## src/rtl/mcs_pkg.sv

```systemverilog
package mcs_pkg;
  // counter width for a count range of n values (at least one bit)
  function automatic int cnt_w(input int n);
    return (n > 1) ? $clog2(n) : 1;
  endfunction
endpackage

```

## src/rtl/mcs_seq_ctrl.sv

```systemverilog
module mcs_seq_ctrl #(
  parameter int N_ELEM  = 4,
  parameter int T_PARTS = 3,
  parameter int EW      = 2,
  parameter int PW      = 2
) (
  input  logic          clk,
  input  logic          rst_n,
  input  logic          ce,
  input  logic          valid_up,
  input  logic          ready_down,
  output logic [EW-1:0] elem_idx,
  output logic [PW-1:0] part_idx,
  output logic          first_slot,
  output logic          step_en,
  output logic          ready_up,
  output logic          valid_down
);
  localparam logic [EW-1:0] ELEM_LAST = EW'(N_ELEM - 1);
  localparam logic [PW-1:0] PART_LAST = PW'(T_PARTS - 1);

  logic [EW-1:0] elem_q, elem_d;
  logic [PW-1:0] part_q, part_d;

  always_comb begin
    first_slot = (elem_q == '0);
    valid_down = first_slot ? valid_up : 1'b1;
    ready_up   = first_slot & ce & ready_down;
    step_en    = ce & ready_down & valid_down;
  end

  always_comb begin
    elem_d = elem_q;
    part_d = part_q;
    if (step_en) begin
      if (part_q == PART_LAST) begin
        part_d = '0;
        elem_d = (elem_q == ELEM_LAST) ? '0 : elem_q + 1'b1;
      end else begin
        part_d = part_q + 1'b1;
      end
    end
  end

  always_ff @(posedge clk or negedge rst_n) begin
    if (!rst_n) begin
      elem_q <= '0;
      part_q <= '0;
    end else begin
      elem_q <= elem_d;
      part_q <= part_d;
    end
  end

  assign elem_idx = elem_q;
  assign part_idx = part_q;
endmodule

```

## src/rtl/mcs_capture_store.sv

```systemverilog
module mcs_capture_store #(
  parameter int ELEM_W  = 8,
  parameter int N_ELEM  = 4,
  parameter int T_PARTS = 3,
  parameter int EW      = 2,
  parameter int PW      = 2
) (
  input  logic                     clk,
  input  logic                     rst_n,
  input  logic                     capture_en,
  input  logic [EW-1:0]            elem_idx,
  input  logic [PW-1:0]            part_idx,
  input  logic [N_ELEM*ELEM_W-1:0] in_data,
  output logic [ELEM_W-1:0]        rd_word
);
  localparam int KEPT = N_ELEM - 1;

  generate
    if (KEPT > 0) begin : g_store
      logic [ELEM_W-1:0] mem_q [KEPT][T_PARTS];
      logic [ELEM_W-1:0] mem_d [KEPT][T_PARTS];

      always_comb begin
        for (int j = 0; j < KEPT; j++)
          for (int p = 0; p < T_PARTS; p++)
            mem_d[j][p] = mem_q[j][p];
        if (capture_en) begin
          for (int j = 0; j < KEPT; j++)
            for (int p = 0; p < T_PARTS; p++)
              if (part_idx == PW'(p))
                mem_d[j][p] = in_data[(j+1)*ELEM_W +: ELEM_W];
        end
      end

      always_ff @(posedge clk or negedge rst_n) begin
        if (!rst_n) begin
          for (int j = 0; j < KEPT; j++)
            for (int p = 0; p < T_PARTS; p++)
              mem_q[j][p] <= '0;
        end else begin
          for (int j = 0; j < KEPT; j++)
            for (int p = 0; p < T_PARTS; p++)
              mem_q[j][p] <= mem_d[j][p];
        end
      end

      always_comb begin
        rd_word = '0;
        for (int j = 0; j < KEPT; j++)
          for (int p = 0; p < T_PARTS; p++)
            if ((elem_idx == EW'(j+1)) && (part_idx == PW'(p)))
              rd_word = mem_q[j][p];
      end
    end else begin : g_nostore
      assign rd_word = '0;
    end
  endgenerate
endmodule

```

## src/rtl/mcyc_serializer.sv

```systemverilog
module mcyc_serializer
  import mcs_pkg::*;
#(
  parameter int ELEM_W  = 8,
  parameter int N_ELEM  = 4,
  parameter int T_PARTS = 3
) (
  input  logic                     clk,
  input  logic                     rst_n,
  input  logic                     ce,
  input  logic [N_ELEM*ELEM_W-1:0] in_data,
  input  logic                     valid_up,
  output logic                     ready_up,
  output logic [ELEM_W-1:0]        out_data,
  output logic                     valid_down,
  input  logic                     ready_down
);
  localparam int EW = cnt_w(N_ELEM);
  localparam int PW = cnt_w(T_PARTS);

  logic [EW-1:0]     elem_idx;
  logic [PW-1:0]     part_idx;
  logic              first_slot;
  logic              step_en;
  logic [ELEM_W-1:0] kept_word;

  mcs_seq_ctrl #(
    .N_ELEM(N_ELEM), .T_PARTS(T_PARTS), .EW(EW), .PW(PW)
  ) u_ctrl (
    .clk        (clk),
    .rst_n      (rst_n),
    .ce         (ce),
    .valid_up   (valid_up),
    .ready_down (ready_down),
    .elem_idx   (elem_idx),
    .part_idx   (part_idx),
    .first_slot (first_slot),
    .step_en    (step_en),
    .ready_up   (ready_up),
    .valid_down (valid_down)
  );

  mcs_capture_store #(
    .ELEM_W(ELEM_W), .N_ELEM(N_ELEM), .T_PARTS(T_PARTS), .EW(EW), .PW(PW)
  ) u_store (
    .clk        (clk),
    .rst_n      (rst_n),
    .capture_en (step_en & first_slot),
    .elem_idx   (elem_idx),
    .part_idx   (part_idx),
    .in_data    (in_data),
    .rd_word    (kept_word)
  );

  // element 0 goes straight through; the rest replays from storage
  assign out_data = first_slot ? in_data[ELEM_W-1:0] : kept_word;
endmodule

```

## config.mk

```make
export PLATFORM = sky130hd
export DESIGN_NAME = mcyc_serializer
export DESIGN_NICKNAME = d
export VERILOG_FILES = /design/src/rtl/mcs_pkg.sv /design/src/rtl/mcs_seq_ctrl.sv /design/src/rtl/mcs_capture_store.sv /design/src/rtl/mcyc_serializer.sv
export SDC_FILE = /design/constraint.sdc
export NUM_CORES = 1
export LEC_CHECK = 0
export BUFFER_PORTS_ARGS = -buffer_cell sky130_fd_sc_hd__clkbuf_2
export CORE_ASPECT_RATIO = 0.6
export CORE_MARGIN = 2
export CORE_UTILIZATION = 50
export DETAILED_ROUTE_END_ITERATION = 8
export PLACE_DENSITY = 0.83
export SLEW_MARGIN = 10
export SYNTH_ARGS = -nofsm -noshare
export SYNTH_HDL_FRONTEND = slang
export SYNTH_HIERARCHICAL = 1
export SYNTH_SLANG_ARGS = --single-unit
```

## constraint.sdc

```tcl
create_clock -name clk -period 2.13 [get_ports clk]
set_clock_uncertainty 0.2 [all_clocks]
set_input_delay 0.213 -clock clk [delete_from_list [all_inputs] [get_ports clk]]
set_output_delay 0.213 -clock clk [all_outputs]
set_load 0.05 [all_outputs]
```

==> impl_metrics.tcl, run 1 <==
set metrics [dict create \
    clock_latency_ns 0.34 \
    clockBufferDepth 2 \
    arrival_ns 2.20 \
    gp_congestion 0.903 \
    status "complete, but fails checks" \
    finalSetupViolCount 79 \
    power_frac_comb 0.548 \
    powerDensity_nw_per_um2 1590 \
    cap_violations 0 \
    layout.nets 483 \
    grt_usage 0.278 \
    final_antenna_net_count 0 \
    antenna_cells 0 \
    synthSimpleGateAreaFrac 0.0810 \
    fill_cells 473 \
    yosys.area.top_type_share 0.479 \
    via_count 3200 \
    cp_cell_sequence "buf_4, or2_4, nand2_4, o311ai_2, o211ai_1, a21oi_2, mux2_4, buf_8" \
    postSynthRegisterBits 76 \
    synth_area_um2 3970 \
    clock_power_share 0.163 \
    min_period_ns 2.61 \
    hpwl_um 7190 \
    dpl-instance-area_um2 4610 \
    violations "setup timing" \
    io_buffers 46 \
    tightest_slew_ns 0.519 \
    total_power_uw 9420 \
    async_flop_share 1.00 \
    coreArea_um2 7790 \
    globalRouteOverflowTotal 0 \
    cts.clk_slew.worst_paths_ns 0.06 \
    rr_startpoint "u_ctrl/elem_idx[0]" \
    timing_worst_setup_path_type "reg -> out" \
    synth_top_area_cell "dfrtp_1" \
    worstRegToRegCells 10 \
    synthCells 319 \
    ys_seq_area_frac 0.479 \
    slew_headroom 0.654 \
    syn-num-nets 358 \
    htree_levels 3 \
    crit_buf_inv 2 \
    numClockSinks 76 \
    p_int_uw 5870 \
    cts_tree "built" \
    min_period_over_period 1.22 \
    synth.most_common_cell "dfrtp_1" \
    wl_per_cell_um 21.9 \
    drive_gt1_frac 0.530 \
    grt_max_degree 30 \
    synth_area_leaders "dfrtp_1 (48%), mux2_1 (11%), mux2_4 (9.8%), mux2_2 (4.3%), buf_6 (2.0%)" \
    rr_endpoint "u_store/g_store.mem_q[49]" \
    yosys-top-cells-count "dfrtp_1 (76), mux2_1 (40), mux2_4 (26)" \
    design_area_um2 5940 \
    route.detailed.drc 0 \
    hold_ws_ns 0.186 \
    critical-path-top-delay-family "flip-flops" \
    die_w_um 119 \
    rsz0062_at_grt "yes" \
    placementRows 25 \
    seqPwrFrac 0.289 \
    path_depth 8 \
    ys_types 46 \
    hold_path.class "in -> async" \
    avgViaCountPerCell 5.75 \
    muxShareOfSynthArea 0.267 \
    grt_pass1_vias 3325 \
    cp-start-kind "register" \
    finalMaxSlewViolations 0 \
    drtIter0Drc 180 \
    hold_viol 0 \
    synthToLayoutAreaGrowth_pct 49.7 \
    leakage_uw 0.00273 \
    synth_edf_count 0 \
    postLayoutCoreUtil 0.763 \
    grt_first_pass_wirelength_um 18000 \
    critPathMaxFanout 6 \
    root_buffer "clkbuf_16" \
    place_ws_ns -0.240 \
    p_sw_frac 0.377 \
    die_h_um 73 \
    required_ns 1.72 \
    regToRegSetupSlack_ns -0.21 \
    dieArea_um2 8690 \
    initial_core_util 0.509 \
    grt_antenna_before_repair 0 \
    max_stage_delay_ns 0.44 \
    synthAdderAreaFrac 0.00631 \
    max_freq_mhz 383 \
    avgSynthCellArea_um2 12.4 \
    synth-xor-area-share 0 \
    fin_ws_ns -0.479 \
    cts-buffers-inserted 9 \
    ys_warn_count 6 \
    synth_compound_area_frac 0.120 \
    peakVddDrop_mv 1.05 \
    synthFlopType "dfrtp_1" \
    io_pins 47 \
    wirelength_um 12200 \
    critPathSlowestCell "dfrtp_2" \
    switchingPower_uw 3550 \
    synth_top_family_by_area "multiplexers" \
    end_kind "output port" \
    drtPass1Iterations 5 \
]
## cells by family (layout without fill, tap and decap cells)
family | count (synthesis) | after routing
compound gates | 71 | 71
fa+ha+maj | 2 | 2
flops | 76 | 76
buf+inv | 27 | 157
mux | 86 | 86
simple gates | 57 | 57
## flip-flops by register name, summed over array words and instances, names as in the netlist
signal and count:
u_ctrl/elem_idx 2, u_ctrl/part_idx 2, u_store/g_store.mem_q 72
## power groups by stage
stage          combinational, uW  sequential [uW]  clock [uW]
2_1_floorplan               2670             2460           0
3_3_place_gp                3560             2590           0
3_5_place_dp                3680             2630           0
4_1_cts                     4450             2650        1560
5_1_grt                     5400             2780        1620
6_report                    5160             2720        1540
## metal layers
metal  track usage  wire length (um)  vias up
met1         0.357              5390     1600
met5             0                 0        -
met2         0.460              5720      146
met4        0.0926               298        0
met3        0.0797               776       29
li1              -                 -     1425
## layout make-up
type                       instances  area (um2)  area share
tap                              108         135      0.0228
multi-input combinational        216        2160       0.364
inverter                           7        26.3     0.00442
clock inverter                     6        63.8      0.0107
sequential                        76        1910       0.321
clock buffer                      10         239      0.0402
timing repair buffer             134        1400       0.236
## repair_timing
action | CTS | global route
setup endpoints to repair | 65 | 81
cloned | 4 | 1
pin swaps | 22 | 20
resized for setup | 61 | 65
hold buffers | 25 | 0
setup buffers | 6 | 9
hold endpoints to repair | 90 | 0
## metrics by stage
step	std cells	TNS (ns)
floorplan	319	0
global placement	497	-1.16
detailed placement	497	-2.86
CTS	547	-5.20
global route	557	-16.91
finish	557	-12.77
## cells in the final DEF (no fill, tap or decap), types with 4 or more instances in the layout
cell,synthesis,routed
a21oi_1,14,6
a21oi_2,0,8
a22oi_1,10,6
a22oi_2,0,4
buf_12,0,12
buf_4,6,35
buf_6,7,12
clkbuf_16,0,16
clkbuf_2,0,35
dfrtp_1,76,72
dfrtp_2,0,4
dlygate4sd3_1,0,25
inv_1,7,6
mux2_1,40,22
mux2_2,15,15
mux2_4,26,44
mux2i_1,5,4
nand2_1,11,8
nor2_1,18,17
o21a_1,5,5
o21ai_0,8,6
o21ai_2,0,5
o22ai_1,12,10
## worst max path at each step
stage	from	end	slack, ns
after global routing	u_ctrl/elem_idx[1]	out_data[4]	-0.52
after CTS	u_ctrl/part_idx[0]	out_data[4]	-0.44
after global placement	u_ctrl/part_idx[0]	out_data[3]	-0.16
after detailed placement	u_ctrl/part_idx[0]	out_data[0]	-0.24
final	u_ctrl/part_idx[1]	out_data[0]	-0.48
after floorplan	u_ctrl/elem_idx[0]	u_store/g_store.mem_q[23]	0.01
Power figures use the tool's default switching activity.
==> run 2, diff against run 1 <==
--- a/config.mk
+++ b/config.mk
@@ -10,9 +10,9 @@
 export CORE_MARGIN = 2
 export CORE_UTILIZATION = 50
 export DETAILED_ROUTE_END_ITERATION = 8
+export GPL_TIMING_DRIVEN = 0
 export PLACE_DENSITY = 0.83
 export SLEW_MARGIN = 10
 export SYNTH_ARGS = -nofsm -noshare
 export SYNTH_HDL_FRONTEND = slang
-export SYNTH_HIERARCHICAL = 1
 export SYNTH_SLANG_ARGS = --single-unit
==> run 2 against run 1 <==
The flow still finishes with violations (setup timing). Synthesized area rose by 1.3%. Cell area fell by 6.3%. Via count rose by 1.4%. Synthesized cell count up 5.0%.
==> impl_metrics.tcl, run 2 <==
set metrics [dict create \
    cap_violations 0 \
    drtPass1Iterations 5 \
    arrival_ns 2.18 \
    status "complete, but fails checks" \
    grt_max_degree 59 \
    leakage_uw 0.00258 \
    die_h_um 73.5 \
    tightest_slew_ns 0.359 \
    antenna_cells 0 \
    hold_path.class "in -> async" \
    synth_area_um2 4020 \
    drtIter0Drc 198 \
    postSynthRegisterBits 76 \
    route.detailed.drc 0 \
    synthFlopType "dfrtp_1" \
    setup.worst_path.start "u_ctrl.elem_idx[1]" \
    dp_cells 490 \
    async_flop_share 1.00 \
    required_ns 1.72 \
    place_ws_ns -0.403 \
    syn-num-nets 376 \
    ys_seq_area_frac 0.473 \
    synthToLayoutAreaGrowth_pct 38.5 \
    synthCells 335 \
    peakVddDrop_mv 1.17 \
    rr_startpoint "u_ctrl.elem_idx[1]" \
    drive_gt1_frac 0.484 \
    synth_edf_count 0 \
    htree_levels 3 \
    synth_top_area_cell "dfrtp_1" \
    critPathMaxFanout 5 \
    synth.most_common_cell "dfrtp_1" \
    layout.nets 482 \
    yosys.area.top_type_share 0.473 \
    yosys-top-cells-count "dfrtp_1 (76), mux2_2 (53), o21ai_0 (27)" \
    violations "setup timing" \
    wl_per_cell_um 20.0 \
    hold_viol 0 \
    hold_ws_ns 0.127 \
    rsz0062_at_grt "yes" \
    finalNonFillerCells 554 \
    design_area_um2 5570 \
    numClockSinks 76 \
    grt_first_pass_wirelength_um 18000 \
    final_common_cell "dfrtp_1" \
    cp-start-kind "register" \
    finalSetupViolCount 78 \
    min_period_ns 2.59 \
    cts-buffers-inserted 9 \
    coreArea_um2 7850 \
    via_count 3246 \
    clock_latency_ns 0.34 \
    slew_headroom 0.761 \
    root_buffer "clkbuf_16" \
    cts_tree "built" \
    largest_reg_flops 72 \
    grt_pass1_vias 3343 \
    grt_antenna_before_repair 0 \
    ys_warn_count 0 \
    synth_area_leaders "dfrtp_1 (47%), mux2_2 (15%), mux2_4 (7.5%), o21ai_0 (3.4%), nor3b_1 (1.9%)" \
    gp_congestion 0.945 \
    initial_core_util 0.512 \
    timing_worst_setup_path_type "reg -> out" \
    avgSynthCellArea_um2 12.0 \
    wirelength_um 11100 \
    hpwl_um 7330 \
    end_kind "output port" \
    layout_common_cells "dfrtp_1 (73), mux2_2 (53), clkbuf_2 (36)" \
    clockBufferDepth 2 \
    placementRows 25 \
    final_antenna_net_count 0 \
    dpl-instance-area_um2 4510 \
    avgViaCountPerCell 5.86 \
    finalMaxSlewViolations 0 \
    globalRouteOverflowTotal 0 \
    io_buffers 46 \
    io_pins 47 \
    postLayoutCoreUtil 0.709 \
    grt_usage 0.275 \
    fin_ws_ns -0.462 \
    top_register "u_store.g_store.mem_q" \
    dieArea_um2 8800 \
    fill_cells 572 \
    min_period_over_period 1.22 \
    powerDensity_nw_per_um2 1580 \
    ys_types 42 \
    max_freq_mhz 386 \
    cts.clk_slew.worst_paths_ns 0.06 \
    die_w_um 120 \
]
==> run 2: cell count changes after synthesis, moves of 7 or more <==
cell,before,now
nor2b_1,4,11
o21ai_0,8,27
nor3_1,3,12
mux2_2,15,53
mux2_1,40,1
a21oi_1,14,3
nor3b_1,0,10
a22oi_1,10,2
==> run 2: worst paths after layout <==
kind / depth (start not counted) / end / slack (ns)
max in group asynchronous: 3 / u_ctrl.part_idx[0] / 1.01
max reg2reg: 9 / u_store.g_store.mem_q[40] / -0.21
min reg2reg: 1 / u_store.g_store.mem_q[27] / 0.30
max: 7 / out_data[5] / -0.46
min in group clk: 4 / u_ctrl.part_idx[0] / 0.26
min: 2 / u_store.g_store.mem_q[7] / 0.13
==> run 2: worst max-delay path: stages (launching register included) <==
cell      delay [ns]
dfrtp_2         0.44
inv_1           0.16
ha_2            0.26
nor2_1          0.09
a211oi_4        0.29
o211ai_1        0.18
o21ai_2         0.24
buf_8           0.18
==> run 2: logic make-up after synthesis <==
| logic type | share of synthesized area |
|---|---|
| multiplexers | 0.233 |
| AO/OA/AOI/OAI | 0.110 |
| AND/OR/NAND/NOR | 0.129 |
| buffers and inverters | 0.0430 |
| flip-flops | 0.473 |
| adder cells (fa/ha/maj) | 0.0124 |
==> run 2: through the flow <==
| stage | TNS (ns) | total power [uW] |
|---|---|---|
| 3_3_place_gp | -8.20 | 6170 |
| 6_report | -12.06 | 8790 |
| 3_5_place_dp | -13.27 | 6320 |
| 4_1_cts | -10.57 | 8590 |
| 5_1_grt | -16.51 | 9230 |
| 2_1_floorplan | -1.98 | 5330 |
==> run 2: repair_timing <==
item | 4_1_cts | 5_1_grt
hold buffers | 25 | 0
pin swaps | 17 | 10
cloned | 3 | 0
setup endpoints to repair | 72 | 78
gates resized for setup | 52 | 30
setup buffers | 17 | 3
endpoints found under the hold margin | 148 | 0
==> run 2: power breakdown <==
| part | leakage [uW] | internal, uW | switching (uW) | total, uW |
|---|---|---|---|---|
| registers | 0.000992 | 2080 | 419 | 2500 |
| clock network | 0.000166 | 1090 | 602 | 1700 |
| logic | 0.00142 | 2150 | 2460 | 4600 |
| total | 0.00258 | 5320 | 3480 | 8790 |
==> run 2: final cells by class <==
| class | instances | area, um2 | share of cell area |
|---|---|---|---|
| tap | 108 | 135 | 0.0243 |
| timing repair buffer | 95 | 822 | 0.148 |
| buffer | 24 | 262 | 0.0470 |
| clock buffer | 11 | 253 | 0.0454 |
| multi-input combinational | 230 | 2090 | 0.375 |
| inverter | 5 | 21.3 | 0.00382 |
| sequential | 76 | 1910 | 0.342 |
| clock inverter | 5 | 82.6 | 0.0148 |
==> run 2: layer usage <==
metal	vias up	share of wire	global-route usage
li1	1444	-	-
met4	0	0.011	0.0889
met5	-	0	0
met2	113	0.45	0.422
met1	1678	0.47	0.389
met3	11	0.062	0.0683
==> run 3, diff against run 2 <==
--- a/config.mk
+++ b/config.mk
@@ -12,6 +12,7 @@
 export DETAILED_ROUTE_END_ITERATION = 8
 export GPL_TIMING_DRIVEN = 0
 export PLACE_DENSITY = 0.83
+export RECOVER_POWER = 100
 export SLEW_MARGIN = 10
 export SYNTH_ARGS = -nofsm -noshare
 export SYNTH_HDL_FRONTEND = slang
==> run 3 against run 2 <==
Final cell count did not move. Fmax up 1.1%. The run still ends with setup timing left. Largest cell class unchanged. Wire length shrank 0.61%. Sequential share of layout area grew 0.24 points. Register-to-register slack got worse by 0.03 ns. Critical path depth unchanged.
==> impl_metrics.tcl, run 3 (synthesis gave the netlist of run 2 again) <==
set metrics [dict create \
    clock_latency_ns 0.34 \
    peakVddDrop_mv 1.17 \
    min_from "ce" \
    violations "setup timing" \
    cts.clk_slew.worst_paths_ns 0.06 \
    final_common_cell "dfrtp_1" \
    min_period_ns 2.56 \
    cts-buffers-inserted 9 \
    whs_endpoint "u_ctrl.part_idx[0]" \
    slew_headroom 0.284 \
    io_pins 47 \
    fin_ws_ns -0.434 \
    globalRouteOverflowTotal 0 \
    layout_common_cells "dfrtp_1 (73), mux2_2 (53), clkbuf_2 (36)" \
    gp_congestion 0.945 \
    drtPass1Iterations 5 \
    cts_tree "built" \
    initial_core_util 0.512 \
    total_power_uw 8760 \
    final_antenna_net_count 0 \
    numClockSinks 76 \
    arrival_ns 2.15 \
    critPathMaxFanout 7 \
    grt_antenna_before_repair 0 \
    design_area_um2 5530 \
    grt_usage 0.275 \
    coreArea_um2 7850 \
    finalNonFillerCells 554 \
    hold_viol 0 \
    rr_startpoint "u_ctrl.elem_idx[1]" \
    dieArea_um2 8800 \
    regToRegSetupSlack_ns -0.24 \
    rr_endpoint "u_store.g_store.mem_q[42]" \
    finalSetupViolCount 80 \
    root_buffer "clkbuf_16" \
    hold_depth 4 \
    io_buffers 46 \
    tightest_slew_ns 1.07 \
    setup.worst_path.start "u_ctrl.elem_idx[0]" \
    min_period_over_period 1.20 \
    hold_path.class "in -> reg" \
    grt_max_degree 59 \
    fill_cells 577 \
    rsz0062_at_grt "yes" \
    timing_worst_setup_path_type "reg -> out" \
    max_freq_mhz 390 \
    grt_pass1_vias 3343 \
    status "complete, but fails checks" \
    cp-start-kind "register" \
    required_ns 1.72 \
    dp_cells 490 \
    synthToLayoutAreaGrowth_pct 37.5 \
    die_h_um 73.5 \
    drive_gt1_frac 0.480 \
    layout.nets 482 \
    htree_levels 3 \
    worstRegToRegCells 9 \
    antenna_cells 0 \
    finalMaxSlewViolations 0 \
    clockBufferDepth 2 \
    powerDensity_nw_per_um2 1580 \
    wirelength_um 11000 \
    leakage_uw 0.00257 \
    route.detailed.drc 0 \
    placementRows 25 \
    cap_violations 0 \
    via_count 3245 \
    drtIter0Drc 256 \
    wl_per_cell_um 19.9 \
    setup_tns_ns -16.99 \
    grt_first_pass_wirelength_um 18000 \
    hpwl_um 7330 \
    largest_reg_flops 72 \
    top_register "u_store.g_store.mem_q" \
    end_kind "output port" \
    dpl-instance-area_um2 4510 \
    die_w_um 120 \
    avgViaCountPerCell 5.86 \
]
## run 3: changes by cell type in the layout (fill, tap and decap cells not counted)
cell and delta:
buf_6 +1, nor3_4 -1, clkbuf_4 -1, clkbuf_1 +1, ha_4 -1, nor3_2 +1, buf_16 -1, ha_1 +1
## run 3: worst max-delay path by stage
stage,to,slack (ns),cells past startpoint
finish,out_data[5],-0.43,7
global route,out_data[7],-0.54,8
CTS,out_data[6],-0.44,7
detailed placement,out_data[0],-0.40,7
global placement,out_data[0],-0.37,7
floorplan,out_data[6],-0.57,6
## run 3: routing by layer
| metal | track usage | routed length, um |
|---|---|---|
| met1 | 0.389 | 5140 |
| met2 | 0.422 | 5020 |
| met3 | 0.0683 | 760 |
| met4 | 0.0889 | 115 |
| met5 | 0 | 0 |
## run 3: what timing repair did
action | CTS | global route
gates resized for setup | 52 | 30
hold endpoints to repair | 148 | 0
endpoints found under the setup margin | 72 | 78
gates cloned | 3 | 0
buffers inserted | 17 | 3
pin swaps | 17 | 10
hold buffers | 25 | 0
## run 3: critical path: stages (launching register included)
cell	delay, ns
dfrtp_2	0.44
inv_4	0.06
ha_1	0.22
buf_8	0.15
a211oi_4	0.33
o211ai_1	0.18
o21ai_2	0.24
buf_8	0.18
## run 3: per-stage QoR
stage	hold slack [ns]	worst slack, ns	utilization
after floorplan	-0.283	-0.575	-
after global placement	0.269	-0.366	0.570
after detailed placement	-0.0546	-0.403	0.574
after CTS	0.128	-0.444	0.698
after global routing	0.244	-0.535	0.704
final	0.210	-0.434	0.704
## run 3: final cells by class
class / count / area (um2) / area share
Sequential cell: 76 / 1910 / 0.345
Clock inverter: 5 / 82.6 / 0.0149
Tap cell: 108 / 135 / 0.0244
Buffer: 24 / 262 / 0.0473
Timing Repair Buffer: 95 / 802 / 0.145
Multi-Input combinational cell: 230 / 2070 / 0.374
Inverter: 5 / 21.3 / 0.00385
Clock buffer: 11 / 253 / 0.0457
## run 3: where the power goes
part / switching, uW / internal, uW
combinational: 2440 / 2130
sequential: 418 / 2080
clock: 599 / 1090
total: 3460 / 5300
